--- config.mk ---
export PLATFORM = sky130hd
export DESIGN_NAME = fp_regfile_csr
export DESIGN_NICKNAME = d
export VERILOG_FILES = /design/src/rtl/fprf_pkg.sv /design/src/rtl/fprf_storage.sv /design/src/rtl/fprf_status.sv /design/src/rtl/fprf_dirty.sv /design/src/rtl/fp_regfile_csr.sv
export SDC_FILE = /design/constraint.sdc
export NUM_CORES = 2
export LEC_CHECK = 0
export CORE_UTILIZATION = 45
export CTS_CLUSTER_DIAMETER = 30
export DETAILED_ROUTE_END_ITERATION = 6
export DONT_BUFFER_PORTS = 1
export PLACE_DENSITY = 0.59
export SETUP_SLACK_MARGIN = 0.1
export SYNTH_ARGS = -nofsm -noshare
export SYNTH_HDL_FRONTEND = slang
export SYNTH_SLANG_ARGS = --single-unit
export TNS_END_PERCENT = 5
--- constraint.sdc ---
create_clock -name clk -period 3.1 [get_ports clk]
set_input_delay 0.31 -clock clk [delete_from_list [all_inputs] [get_ports clk]]
set_output_delay 0.31 -clock clk [all_outputs]
set_load 0.02 [all_outputs]
--- src/rtl/fprf_pkg.sv ---
package fprf_pkg;
  localparam int unsigned NUM_REGS   = 32;
  localparam int unsigned IDX_W      = $clog2(NUM_REGS);
  localparam int unsigned CSR_ADDR_W = 12;
  localparam int unsigned FLAGS_W    = 5;
  localparam int unsigned RMODE_W    = 3;
  localparam int unsigned STATUS_W   = FLAGS_W + RMODE_W;

  localparam logic [CSR_ADDR_W-1:0] ADDR_FLAGS = 12'h001;
  localparam logic [CSR_ADDR_W-1:0] ADDR_RMODE = 12'h002;
  localparam logic [CSR_ADDR_W-1:0] ADDR_WHOLE = 12'h003;

  typedef enum logic [1:0] {
    CTX_OFF     = 2'b00,
    CTX_INITIAL = 2'b01,
    CTX_CLEAN   = 2'b10,
    CTX_DIRTY   = 2'b11
  } ctx_state_e;

  typedef struct packed {
    logic [RMODE_W-1:0] rmode;
    logic [FLAGS_W-1:0] flags;
  } fstatus_t;
endpackage

--- src/rtl/fprf_storage.sv ---
module fprf_storage #(
  parameter int unsigned DEPTH  = 32,
  parameter int unsigned WIDTH  = 64,
  parameter int unsigned N_RD   = 2,
  localparam int unsigned AW    = $clog2(DEPTH)
) (
  input  logic                       clk,
  input  logic                       rst,
  input  logic [N_RD-1:0][AW-1:0]    rd_idx_i,
  output logic [N_RD-1:0][WIDTH-1:0] rd_data_o,
  input  logic                       wr_en_i,
  input  logic [AW-1:0]              wr_idx_i,
  input  logic [WIDTH-1:0]           wr_data_i
);
  logic [WIDTH-1:0] mem_q [DEPTH];

  always_ff @(posedge clk) begin
    if (rst) begin
      for (int i = 0; i < DEPTH; i++) mem_q[i] <= '0;
    end else if (wr_en_i) begin
      mem_q[wr_idx_i] <= wr_data_i;
    end
  end

  for (genvar p = 0; p < N_RD; p++) begin : g_rd
    assign rd_data_o[p] = mem_q[rd_idx_i[p]];
  end

  AST_WRITE_LANDS: assert property (@(posedge clk) disable iff (rst)
    wr_en_i |=> mem_q[$past(wr_idx_i)] == $past(wr_data_i));
endmodule

--- src/rtl/fprf_status.sv ---
module fprf_status
  import fprf_pkg::*;
#(
  parameter int unsigned XLEN = 64
) (
  input  logic                  clk,
  input  logic                  rst,
  input  logic                  en_i,
  input  logic                  we_i,
  input  logic [CSR_ADDR_W-1:0] addr_i,
  input  logic [XLEN-1:0]       wdata_i,
  output logic [XLEN-1:0]       rdata_o,
  output logic                  illegal_o,
  output logic                  wrote_o
);
  fstatus_t stat_q;
  logic     hit_flags, hit_rmode, hit_whole, legal;

  assign hit_flags = (addr_i == ADDR_FLAGS);
  assign hit_rmode = (addr_i == ADDR_RMODE);
  assign hit_whole = (addr_i == ADDR_WHOLE);
  assign legal     = hit_flags | hit_rmode | hit_whole;
  assign illegal_o = en_i & ~legal;
  assign wrote_o   = en_i & we_i & legal;

  always_ff @(posedge clk) begin
    if (rst) begin
      stat_q <= '0;
    end else if (wrote_o) begin
      if (hit_flags || hit_whole) stat_q.flags <= wdata_i[FLAGS_W-1:0];
      if (hit_rmode) stat_q.rmode <= wdata_i[RMODE_W-1:0];
      if (hit_whole) stat_q.rmode <= wdata_i[STATUS_W-1:FLAGS_W];
    end
  end

  always_comb begin
    rdata_o = '0;
    if (en_i) begin
      if (hit_flags)      rdata_o[FLAGS_W-1:0]  = stat_q.flags;
      else if (hit_rmode) rdata_o[RMODE_W-1:0]  = stat_q.rmode;
      else if (hit_whole) rdata_o[STATUS_W-1:0] = stat_q;
    end
  end

  AST_ILLEGAL_HOLDS: assert property (@(posedge clk) disable iff (rst)
    illegal_o |=> $stable(stat_q));
  AST_FLAGS_KEEP_RMODE: assert property (@(posedge clk) disable iff (rst)
    (en_i && we_i && hit_flags) |=> $stable(stat_q.rmode));
  AST_RMODE_KEEP_FLAGS: assert property (@(posedge clk) disable iff (rst)
    (en_i && we_i && hit_rmode) |=> $stable(stat_q.flags));
  AST_UPPER_ZERO: assert property (@(posedge clk) disable iff (rst)
    rdata_o[XLEN-1:STATUS_W] == '0);
endmodule

--- src/rtl/fprf_dirty.sv ---
module fprf_dirty
  import fprf_pkg::*;
(
  input  logic       clk,
  input  logic       rst,
  input  logic       set_i,
  input  logic       clr_i,
  output logic [1:0] fs_o,
  output logic       sd_o
);
  logic dirty_q;

  always_ff @(posedge clk) begin
    if (rst)        dirty_q <= 1'b0;
    else if (set_i) dirty_q <= 1'b1;
    else if (clr_i) dirty_q <= 1'b0;
  end

  assign fs_o = dirty_q ? CTX_DIRTY : CTX_OFF;
  assign sd_o = dirty_q;

  AST_DIRTY_SET: assert property (@(posedge clk) disable iff (rst)
    set_i |=> (fs_o == CTX_DIRTY && sd_o));
  AST_DIRTY_STICKY: assert property (@(posedge clk) disable iff (rst)
    (sd_o && !clr_i) |=> sd_o);
  AST_DIRTY_CLEAR: assert property (@(posedge clk) disable iff (rst)
    (clr_i && !set_i) |=> (fs_o == CTX_OFF && !sd_o));
endmodule

--- src/rtl/fp_regfile_csr.sv ---
module fp_regfile_csr
  import fprf_pkg::*;
#(
  parameter int unsigned FLEN = 64,
  parameter int unsigned XLEN = 64
) (
  input  logic                  clk,
  input  logic                  rst,
  input  logic [IDX_W-1:0]      rd_idx_a,
  output logic [FLEN-1:0]       rd_data_a,
  input  logic [IDX_W-1:0]      rd_idx_b,
  output logic [FLEN-1:0]       rd_data_b,
  input  logic                  wr_en,
  input  logic [IDX_W-1:0]      wr_idx,
  input  logic [FLEN-1:0]       wr_data,
  input  logic                  csr_en,
  input  logic                  csr_we,
  input  logic [CSR_ADDR_W-1:0] csr_addr,
  input  logic [XLEN-1:0]       csr_wdata,
  output logic [XLEN-1:0]       csr_rdata,
  output logic                  csr_illegal,
  input  logic                  dirty_clr,
  output logic [1:0]            fs_state,
  output logic                  sd_bit
);
  localparam int unsigned N_RD = 2;

  logic [N_RD-1:0][IDX_W-1:0] rd_idx;
  logic [N_RD-1:0][FLEN-1:0]  rd_data;
  logic                       csr_wrote;

  assign rd_idx    = {rd_idx_b, rd_idx_a};
  assign rd_data_a = rd_data[0];
  assign rd_data_b = rd_data[1];

  fprf_storage #(
    .DEPTH(NUM_REGS), .WIDTH(FLEN), .N_RD(N_RD)
  ) u_storage (
    .clk(clk), .rst(rst),
    .rd_idx_i(rd_idx), .rd_data_o(rd_data),
    .wr_en_i(wr_en), .wr_idx_i(wr_idx), .wr_data_i(wr_data)
  );

  fprf_status #(.XLEN(XLEN)) u_status (
    .clk(clk), .rst(rst),
    .en_i(csr_en), .we_i(csr_we), .addr_i(csr_addr), .wdata_i(csr_wdata),
    .rdata_o(csr_rdata), .illegal_o(csr_illegal), .wrote_o(csr_wrote)
  );

  fprf_dirty u_dirty (
    .clk(clk), .rst(rst),
    .set_i(wr_en | csr_wrote), .clr_i(dirty_clr),
    .fs_o(fs_state), .sd_o(sd_bit)
  );

  AST_READ_NO_DIRTY: assert property (@(posedge clk) disable iff (rst)
    (!sd_bit && csr_en && !csr_we && !wr_en) |=> !sd_bit);
  AST_FS_SD_PAIR: assert property (@(posedge clk) disable iff (rst)
    sd_bit == (fs_state == 2'b11));
endmodule

==> flow_summary.yaml <==
run_status:
  outcome: "finished, violations left"
  violations: "DRC, slew limit, setup timing"
clocking:
  clk_latency_ns: 1.05
  cts-buffers-inserted: 488
  clkSinkCount: 2057
  clockBufferDepth: 4
  clk_pin_slew_worst_paths_ns: 0.04
  cts_tree: "built"
  htree_levels: 5
  cts_root_buf: "clkbuf_16"
worst_setup_path:
  cp_max_fo: 297
  crit_required_ns: 2.79
  crit_type: "primary input to output port"
  path_depth: 5
  max_stage_delay_ns: 1.12
  setup.worst_path.start_class: "primary input"
  reg2reg_depth: 4
  slowest_stage: "nor2_4"
  cpLargestDelayFamily: "simple AND/OR/NAND/NOR gates"
  critPathArrivalTime_ns: 3.34
  cp-end-kind: "output port"
  cp.buffers_inverters: 1
  r2r_start: "u_status.stat_q[5]"
  crit_chain: "nor2_4, a22oi_1, nand3_1, nand4_1, buf_6"
  cp-startpoint: "rd_idx_b[0]"
detailed_routing:
  drc_errors: 1
  wl_um: 463500
  vias: 79221
  via_per_inst: 6.852
  dr.first_iter.drc_count: 15048
  ant_nets: 0
  detail_route.wl_per_cell_um: 40.09
  drt_first_pass_iters: 7
pwr:
  ir_drop_mv: 0.5791
  power_density_nw_per_um2: 701.0
  leakage_nw: 48.36
placement:
  dp.cells: 10516
  place_area_sq_um: 114900
  dp_slack_ns: 0.2439
  port_buffers: 0
  place_hpwl_um: 230200
  routabilityCongestion: 0.8603
worst_hold_path:
  hold_class: "primary input to flip-flop"
  hp-start: "dirty_clr"
  holdPathStages: 4
floorplanning:
  rows: 180
  die_w_um: 494.8
  core_area_sq_um: 241000
  start_util_pct: 45.34
  dieArea_sq_um: 244800
  dieHeight_um: 494.8
  io_pins: 357
timing:
  fin_skew_ns: 0
  timing.hold.ws_ns: 0.05407
  worst_slew_pin_slew_ns: 1.633
  finalMaxSlewViolations: 105
  hold_violations: 0
  finalCritPeriodShare_pct: 117.7
  fmax_ghz: 0.2741
  worst_slack_ns: -0.5480
  totalNegativeSetupSlack_ns: -9.835
  setup_violations: 43
  slew_headroom_pct: -8.866
  rsz0062_at_grt: "yes"
  fin_crit_ns: 3.648
cells_and_area:
  nets: 8091
  multi_input_area_sq_um: 44720
  fill_cells: 19088
  area_growth_pct: 22.00
  fin_cells: 11561
  fin_area_sq_um: 133300
  seq_area_sq_um: 61680
  drive_gt1_share_pct: 22.62
logic_synthesis:
  synth_seq_cells: 2057
  synth_edf_count: 2048
  ys.flop_type: "edfxtp_1"
  ys_async_sr_fraction_pct: 0
  ys_top_cells_by_area: "edfxtp_1 56%, mux4_2 12%, and2_1 12%, mux2i_1 7.9%, a22oi_1 3.8%"
  ys_seq_area_share_pct: 56.45
  yosys.area.top_type: "edfxtp_1"
  netlist_instances: 7830
  netlist_area_sq_um: 109300
  synth.distinct_cells: 46
  synth.avg_cell_area_sq_um: 13.95
  synth_top_area_share_pct: 56.28
  ys_warn_count: 0
global_route:
  grt-ovfl-total: 0
  grt_pass1_wl_um: 615300
  grtUsageTotal_pct: 36.84
  antenna_found_initial: 56
  grt_max_degree: 633
  grt_pass1_vias: 75817
job:
  drv_cap: 0
per-layer routing:
metal  part of all wire (%)  GRT usage (%)  wire, um
met1                     35          48.31    162900
met2                     44          54.82    203100
met3                     15          10.21     67900
met4                    6.3          21.50     29410
met5                  0.036        0.07828       166
where the power goes:
part,switching (mW),internal (mW),total [mW]
Clock,16.2,35.6,51.8
Sequential,0.792,32.2,33.0
Combinational,5.29,3.38,8.66
cells by family after synthesis:
kind of cell	share of synthesized area [%]
AND/OR/NAND/NOR	14.60
other	0.003432
AO/OA/AOI/OAI	4.948
flip-flops	56.45
buffers and inverters	3.624
multiplexers	20.37
final cells by class:
cell class                 instances  area share [%]
antenna                           46         0.08635
inverter                           3        0.008448
clock inverter                   337           3.040
multi-input combinational       4928           33.55
tap                             3185           2.990
sequential                      2057           46.27
timing repair buffer             452           4.664
clock buffer                     553           9.392
flip-flops by register name (all words and copies together), names as in the netlist:
name / count
u_dirty.sd_o: 1
u_status.stat_q: 8
u_storage.mem_q: 2048
final timing paths:
path | slack (ns) | endpoint
max | -0.55 | rd_data_b[43]
min | 0.05 | u_dirty.sd_o
max reg2reg | 1.34 | u_status.stat_q[5]
min reg2reg | 1.06 | u_status.stat_q[0]
cells in the mapped netlist, types with 38 or more instances:
master / n
and2_1: 2059
edfxtp_1: 2048
mux2i_1: 867
mux4_2: 600
clkbuf_1: 577
a22oi_1: 560
buf_2: 221
nand3_1: 209
nand4_1: 106
nand2_1: 96
a21oi_1: 92
buf_4: 79
nor2_1: 65
o22ai_1: 39
or2_2: 38
per-stage QoR:
stage,total power [mW],util (%)
after floorplan,38.09,-
after CTS,92.66,55.01
after global placement,40.69,47.69
after global routing,95.02,55.27
final,93.45,55.32
after detailed placement,40.85,47.69
what timing repair did:
action / in CTS / in global routing
endpoints found under the setup margin: 38 / 90
hold buffers: 91 / 0
buffers inserted: 2 / 1
gates resized for setup: 28 / 39
pin swaps: 31 / 49
hold endpoints to repair: 2316 / 0
gates cloned: 0 / 7
placed cells by master, fill, tap and decap left out, drive strengths merged, types with 7 or more instances in the layout:
cell type and n:
a21oi 92, a221o 7, a22o 24, a22oi 560, a31oi 22, and2 2059, and3 11, buf 355
bufinv 85, clkbuf 560, clkinv 189, clkinvlp 51, conb 56, dfxtp 9, diode 46, dlygate4sd3 90
edfxtp 2048, inv 15, mux2i 867, mux4 600, nand2 96, nand3 209, nand3b 8, nand4 106
nor2 65, nor2b 23, o22ai 39, or2 38
worst min-delay path: cells and delay by family:
kind / cells / cell delay (ns)
AO/OA/AOI/OAI: 2 / 0.17
buffers and inverters: 2 / 0.58
(Power assumes the default switching activity.)
